[src/rtl/rc_pkg.sv]
package rc_pkg;
    typedef enum logic [2:0] {
        ACT_HOLD  = 3'd0,
        ACT_STEP  = 3'd1,
        ACT_WRAP  = 3'd2,
        ACT_LOAD  = 3'd3,
        ACT_CLEAR = 3'd4
    } act_t;
endpackage

[src/rtl/rc_ctrl.sv]
module rc_ctrl
    import rc_pkg::*;
#(
    parameter int W  = 4,
    parameter int HI = 11
) (
    input  logic         clr_i,
    input  logic         load_i,
    input  logic         en_i,
    input  logic [W-1:0] q_i,
    output act_t         act_o
);
    localparam logic [W-1:0] HI_V = W'(HI);

    logic at_top;
    assign at_top = (q_i == HI_V);

    // fixed priority: clear, load, wrap/step, hold
    always_comb begin
        if (clr_i)            act_o = ACT_CLEAR;
        else if (load_i)      act_o = ACT_LOAD;
        else if (en_i)        act_o = at_top ? ACT_WRAP : ACT_STEP;
        else                  act_o = ACT_HOLD;
    end
endmodule

[src/rtl/rc_next.sv]
module rc_next
    import rc_pkg::*;
#(
    parameter int W  = 4,
    parameter int LO = 5
) (
    input  act_t         act_i,
    input  logic [W-1:0] q_i,
    input  logic [W-1:0] d_i,
    output logic [W-1:0] q_nx_o
);
    localparam logic [W-1:0] LO_V = W'(LO);

    always_comb begin
        unique case (act_i)
            ACT_CLEAR: q_nx_o = '0;
            ACT_LOAD:  q_nx_o = d_i;
            ACT_WRAP:  q_nx_o = LO_V;
            ACT_STEP:  q_nx_o = q_i + W'(1);
            ACT_HOLD:  q_nx_o = q_i;
            default:   q_nx_o = q_i;
        endcase
    end
endmodule

[src/rtl/rc_term.sv]
module rc_term #(
    parameter int W  = 4,
    parameter int HI = 11
) (
    input  logic         en_i,
    input  logic [W-1:0] q_i,
    output logic         tc_o
);
    localparam logic [W-1:0] HI_V = W'(HI);

    always_comb tc_o = en_i && (q_i == HI_V);
endmodule

[src/rtl/range_counter.sv]
module range_counter
    import rc_pkg::*;
#(
    parameter int W  = 4,
    parameter int LO = 5,
    parameter int HI = 11
) (
    input  logic         clk,
    input  logic         clr_i,
    input  logic         load_i,
    input  logic         en_i,
    input  logic [W-1:0] d_i,
    output logic [W-1:0] q_o,
    output logic         tc_o
);
    act_t         act;
    logic [W-1:0] q_r;
    logic [W-1:0] q_nx;
    logic         tc_w;

    rc_ctrl #(.W(W), .HI(HI)) u_ctrl (
        .clr_i (clr_i),
        .load_i(load_i),
        .en_i  (en_i),
        .q_i   (q_r),
        .act_o (act)
    );

    rc_next #(.W(W), .LO(LO)) u_next (
        .act_i (act),
        .q_i   (q_r),
        .d_i   (d_i),
        .q_nx_o(q_nx)
    );

    rc_term #(.W(W), .HI(HI)) u_term (
        .en_i(en_i),
        .q_i (q_r),
        .tc_o(tc_w)
    );

    // state register
    always_ff @(posedge clk) begin
        q_r <= q_nx;
    end

    // outputs
    always_comb begin
        q_o  = q_r;
        tc_o = tc_w;
    end
endmodule

[config.mk]
export PLATFORM = sky130hd
export DESIGN_NAME = range_counter
export DESIGN_NICKNAME = d
export VERILOG_FILES = /design/src/rtl/rc_pkg.sv /design/src/rtl/rc_ctrl.sv /design/src/rtl/rc_next.sv /design/src/rtl/rc_term.sv /design/src/rtl/range_counter.sv
export SDC_FILE = /design/constraint.sdc
export NUM_CORES = 1
export LEC_CHECK = 0
export BUFFER_PORTS_ARGS = -buffer_cell sky130_fd_sc_hd__clkbuf_2
export CORE_AREA = 5 5 42 44
export DETAILED_ROUTE_END_ITERATION = 10
export DIE_AREA = 0 0 47 49
export HOLD_SLACK_MARGIN = 0.15
export PLACE_DENSITY_LB_ADDON = 0.1
export SETUP_SLACK_MARGIN = 0.5
export SYNTH_ARGS = -nofsm -noshare
export SYNTH_HDL_FRONTEND = slang
export SYNTH_SLANG_ARGS = --single-unit
[constraint.sdc]
create_clock -name clk -period 1.7 [get_ports clk]
set_clock_uncertainty 0.2 [all_clocks]
set_input_delay 0.085 -clock clk [delete_from_list [all_inputs] [get_ports clk]]
set_output_delay 0.085 -clock clk [all_outputs]
set_load 0.01 [all_outputs]
# == After elaboration in Yosys (flattened, before gate mapping) ==
# Cells that the tools add are included.
# W data, S select, Z words.
# classes
mux,5
addsub,1
eq_ne,5
n_reduce_logical,2
# ops
cell,n
$pmux W4 S4,1
$mux W3,3
$eq A3 B2 Y1 const B,2
$add A4 B1 Y4 const B,1
$eq A4 B4 Y1 const B,1
$reduce_bool A4 Y1,1
$eq A3 B1 Y1 const B,1
$eq A3 B3 Y1 const B,1
$mux W2,1
$logic_and A1 B1 Y1,1
# totals
regBits,4
input_bits,8
output_inout_bits,5
word_cells,14

# == Depth between registers and ports, before layout ==
# depth
depth_word,7
ltp_mapped,4

# == By module ==
# Synthesis repeated with hierarchy kept, for this count alone.
# hier_totals
cells_unflattened,40
area_unflattened_um2,339.1
# modules_own_cells
mod,area_per_inst_um2,cells_each,n_inst
rc_next,188.9,27,1
range_counter,80.1,4,1
rc_ctrl,52.6,7,1
rc_term,17.5,2,1

# == Least setup slack after synthesis ==
# OpenSTA, ideal clock, no wires.
# synth_timing
path_type,register -> register
startpoint,register q_r[0] (netlist: q_o[0])
endpoint,"register q_r[2] (netlist: q_o[2]), data pin"
stages_incl_launch_ff,5
arrival_ps,1269
path_buffers,0
setup_ps,146
required_time_ps,1354
path_slack_ps,85
cell_sequence,edfxtp_1 -> ha_1 -> xnor2_1 -> or3_1 -> a21oi_1
# synth_between
elab_chain_len,7
# synth_rtl
element,line_no,source
from (decl),range_counter.sv:17,logic [W-1:0] q_r;
from (signal assigned),range_counter.sv:44,q_r <= q_nx;
$eq A4 B4 Y1,rc_ctrl.sv:16,assign at_top = (q_i == HI_V);
$mux W2,rc_ctrl.sv:22,else if (en_i) act_o = at_top ? ACT_WRAP : ACT_STEP;
$mux W3,rc_ctrl.sv:22,
$mux W3,rc_ctrl.sv:21,else if (load_i) act_o = ACT_LOAD;
$mux W3,rc_ctrl.sv:20,if (clr_i) act_o = ACT_CLEAR;
$eq A3 B1 Y1 (tied with other cells),rc_next.sv:15,unique case (act_i)
$pmux W4 S4 *,rc_next.sv:15,
named net q_nx[2],range_counter.sv:18,logic [W-1:0] q_nx;
# The timed path passes the listed nets; every way through them passes the cells marked *.
# A chain may end at the register's enable or synchronous reset.

# == Worst setup path after layout ==
# Ends and elaborated chain as after synthesis.

==> flow_summary.yaml <==
outcome:
  outcome: "complete, no violations"
cells_and_area:
  layout.cells.non_filler: 65
  antennaDiodeCount: 0
  drive_gt1_share_pct: 46.9
  fin_nets: 60
  largest_register_ffs: 4
  synthToLayoutAreaGrowth_pct: 86.2
setup_path:
  worst-r2r-cell-count: 4
  critical_path_arrival_ns: 1.45
  cp_max_fo: 2
  cp_slowest_stage_delay_ns: 0.43
  path_buf_inv: 0
  crit_start: "q_o[0]$_DFFE_PP_"
  crit_family: "flip-flops"
  start_kind: "flip-flop"
  cp-endpoint: "q_o[2]$_DFFE_PP_"
  r2r_slack_ns: 0.12
  reg2reg_to: "q_o[2]$_DFFE_PP_"
  end_kind: "flip-flop"
  cp.depth: 4
  slowest_stage: "edfxtp_1"
  crit_chain: "ha_4 > xnor2_1 > or3_1 > a21oi_2"
  r2r_start: "q_o[0]$_DFFE_PP_"
  crit_type: "reg2reg"
  required_ns: 1.58
route:
  ant_nets: 0
  drtIter0Drc: 2
  wl_per_cell_microns: 12.0
  drc: 0
  dr_total_vias: 286
  totalWireLength_microns: 781
  drtPass1Iterations: 2
  via_per_inst: 4.40
power_and_ir_drop:
  power_density_nw_per_um2: 660
  max-vdd-ir-drop_v: 0.000374
  p_sw_share_pct: 24.5
  p_comb_share_pct: 24.3
  p_clk_share_pct: 36.0
  netSwitchingPower_mw: 0.0790
  power.leakage_nw: 0.241
  seqPwrFrac_pct: 39.8
  p_int_mw: 0.244
timing:
  fmax_ghz: 0.635
  finalSetupTns_ns: 0
  rsz0062_at_grt: "true"
  worst_pin_slew_ns: 0.237
  setup_viol: 0
  drv_slew: 0
  whs_ns: 0.0630
  min_period_over_period_pct: 92.7
  hold_viol: 0
  fin_crit_ns: 1.58
  slew_headroom_pct: 84.0
cts:
  tritoncts: "done"
  clk_path_buf_depth: 2
  clock-sinks: 4
  clk_latency_ns: 0.23
  path_clk_slew_ns: 0.04
  root_buffer: "clkbuf_4"
  cts_buffers: 3
  h-tree-depth: 1
place:
  dp_cells: 53
  gp_congestion: 0.646
  io_buffer_count: 12
  dp_hpwl_microns: 594
logic_synthesis:
  syn_nets: 34
  avgSynthCellArea_sq_um: 10.5
  ys_seq_area_share_pct: 45.7
  syn-instance-count: 25
  synthDistinctLibCells: 16
  ys_ff_latch: 4
  syn-cell-area_sq_um: 263
  yosysWarnings: 0
grt:
  top_usage_layer: "met2"
  antenna_found_initial: 0
  grt_pass1_wl_microns: 1060
  overflow: 0
  met3_usage_pct: 1.11
  grt_use_met2_pct: 10.6
  grt_max_degree: 10
  met1_usage_pct: 6.90
  grt_pass1_vias: 271
  grtUsageTotal_pct: 6.79
floorplanning:
  die-area_sq_um: 2300
  num_rows: 14
  die_width_microns: 47
  fp.dieH_microns: 49
  core_sq_um: 1400
  ios: 13
  start_util_pct: 18.8
job:
  max-cap-violations: 0
min_path:
  worstHoldPathType: "in2reg"
  hold_path_depth: 2
power groups by stage:
stage	combinational, mW	clock, mW	sequential, mW
floorplan	0.0240	0	0.134
global placement	0.0553	0	0.131
detailed placement	0.0545	0	0.131
CTS	0.0685	0.125	0.129
global route	0.0855	0.129	0.129
finish	0.0784	0.116	0.128
what timing repair did:
| action | in CTS | in global routing |
|---|---|---|
| hold buffers | 5 | 1 |
| endpoints found under the setup margin | 6 | 7 |
| setup buffers | 2 | 1 |
| gates resized for setup | 2 | 5 |
| endpoints found under the hold margin | 8 | 6 |
worst min-delay path by stage:
stage,from,end,slack [ns]
after detailed placement,d_i[3],q_o[3]$_DFFE_PP_,0.22
after global routing,clr_i,q_o[3]$_DFFE_PP_,0.07
after CTS,clr_i,q_o[3]$_DFFE_PP_,0.06
after floorplan,clr_i,q_o[0]$_DFFE_PP_,0.07
final,clr_i,q_o[1]$_DFFE_PP_,0.06
after global placement,d_i[3],q_o[3]$_DFFE_PP_,0.22
cell usage after synthesis:
| cell type | n | share of area (%) |
|---|---|---|
| a211o_1 | 1 | 3.3 |
| a21oi_1 | 3 | 5.7 |
| clkbuf_1 | 1 | 1.4 |
| edfxtp_1 | 4 | 46 |
| ha_1 | 1 | 4.8 |
| inv_1 | 1 | 1.4 |
| nand2_1 | 4 | 5.7 |
| nand3_1 | 1 | 1.9 |
| nand3b_1 | 1 | 2.9 |
| nand3b_4 | 1 | 7.6 |
| nand4b_1 | 1 | 3.3 |
| nor2_1 | 1 | 1.4 |
| o41ai_1 | 1 | 3.3 |
| or3_1 | 2 | 4.8 |
| xnor2_1 | 1 | 3.3 |
| xor2_1 | 1 | 3.3 |
area by class of cell:
type	instances	area, sq um
clock buffers	3	22.5
fillers	157	912
inverters	1	3.75
multi-input cells	19	159
flip-flops and latches	4	120
well taps	16	20.0
repair buffers	22	164
cell families (layout without fill, tap and decap cells):
kind of cell | after synthesis | after routing | synth area share, %
DFF | 4 | 4 | 45.7
and+or+nand+nor | 11 | 11 | 27.6
xor gates and xnor gates | 2 | 2 | 6.67
adders and majority gates | 1 | 1 | 4.76
buffers and inverters | 2 | 26 | 2.85
AOI/OAI and AO/OA | 5 | 5 | 12.4
layer usage:
metal  part of all wire (%)  vias up  routed length [microns]
met4                      0        0                        0
met5                      0        -                        0
li1                       -      145                        -
met3                    5.6        0                       44
met1                     41      133                      322
met2                     53        8                      414
placed cells by master, fill, tap and decap left out, drive strengths merged:
master,instances
xnor2,1
clkbuf,13
nand4b,1
inv,1
buf,6
xor2,1
nand2,4
edfxtp,4
or3,2
ha,1
nand3,1
a21oi,3
dlygate4sd3,6
o41ai,1
nor2,1
a211o,1
nand3b,2
stage by stage:
stage / util, % / total power [mW] / area (sq um) / setup slack, ns
floorplan: - / 0.158 / 275 / 0.160
global placement: 25.6 / 0.186 / 359 / 0.0973
detailed placement: 25.6 / 0.185 / 359 / 0.0746
CTS: 32.4 / 0.322 / 454 / 0.126
global route: 34.9 / 0.344 / 489 / 0.0983
finish: 34.9 / 0.323 / 489 / 0.124
(Power assumes the default switching activity.)
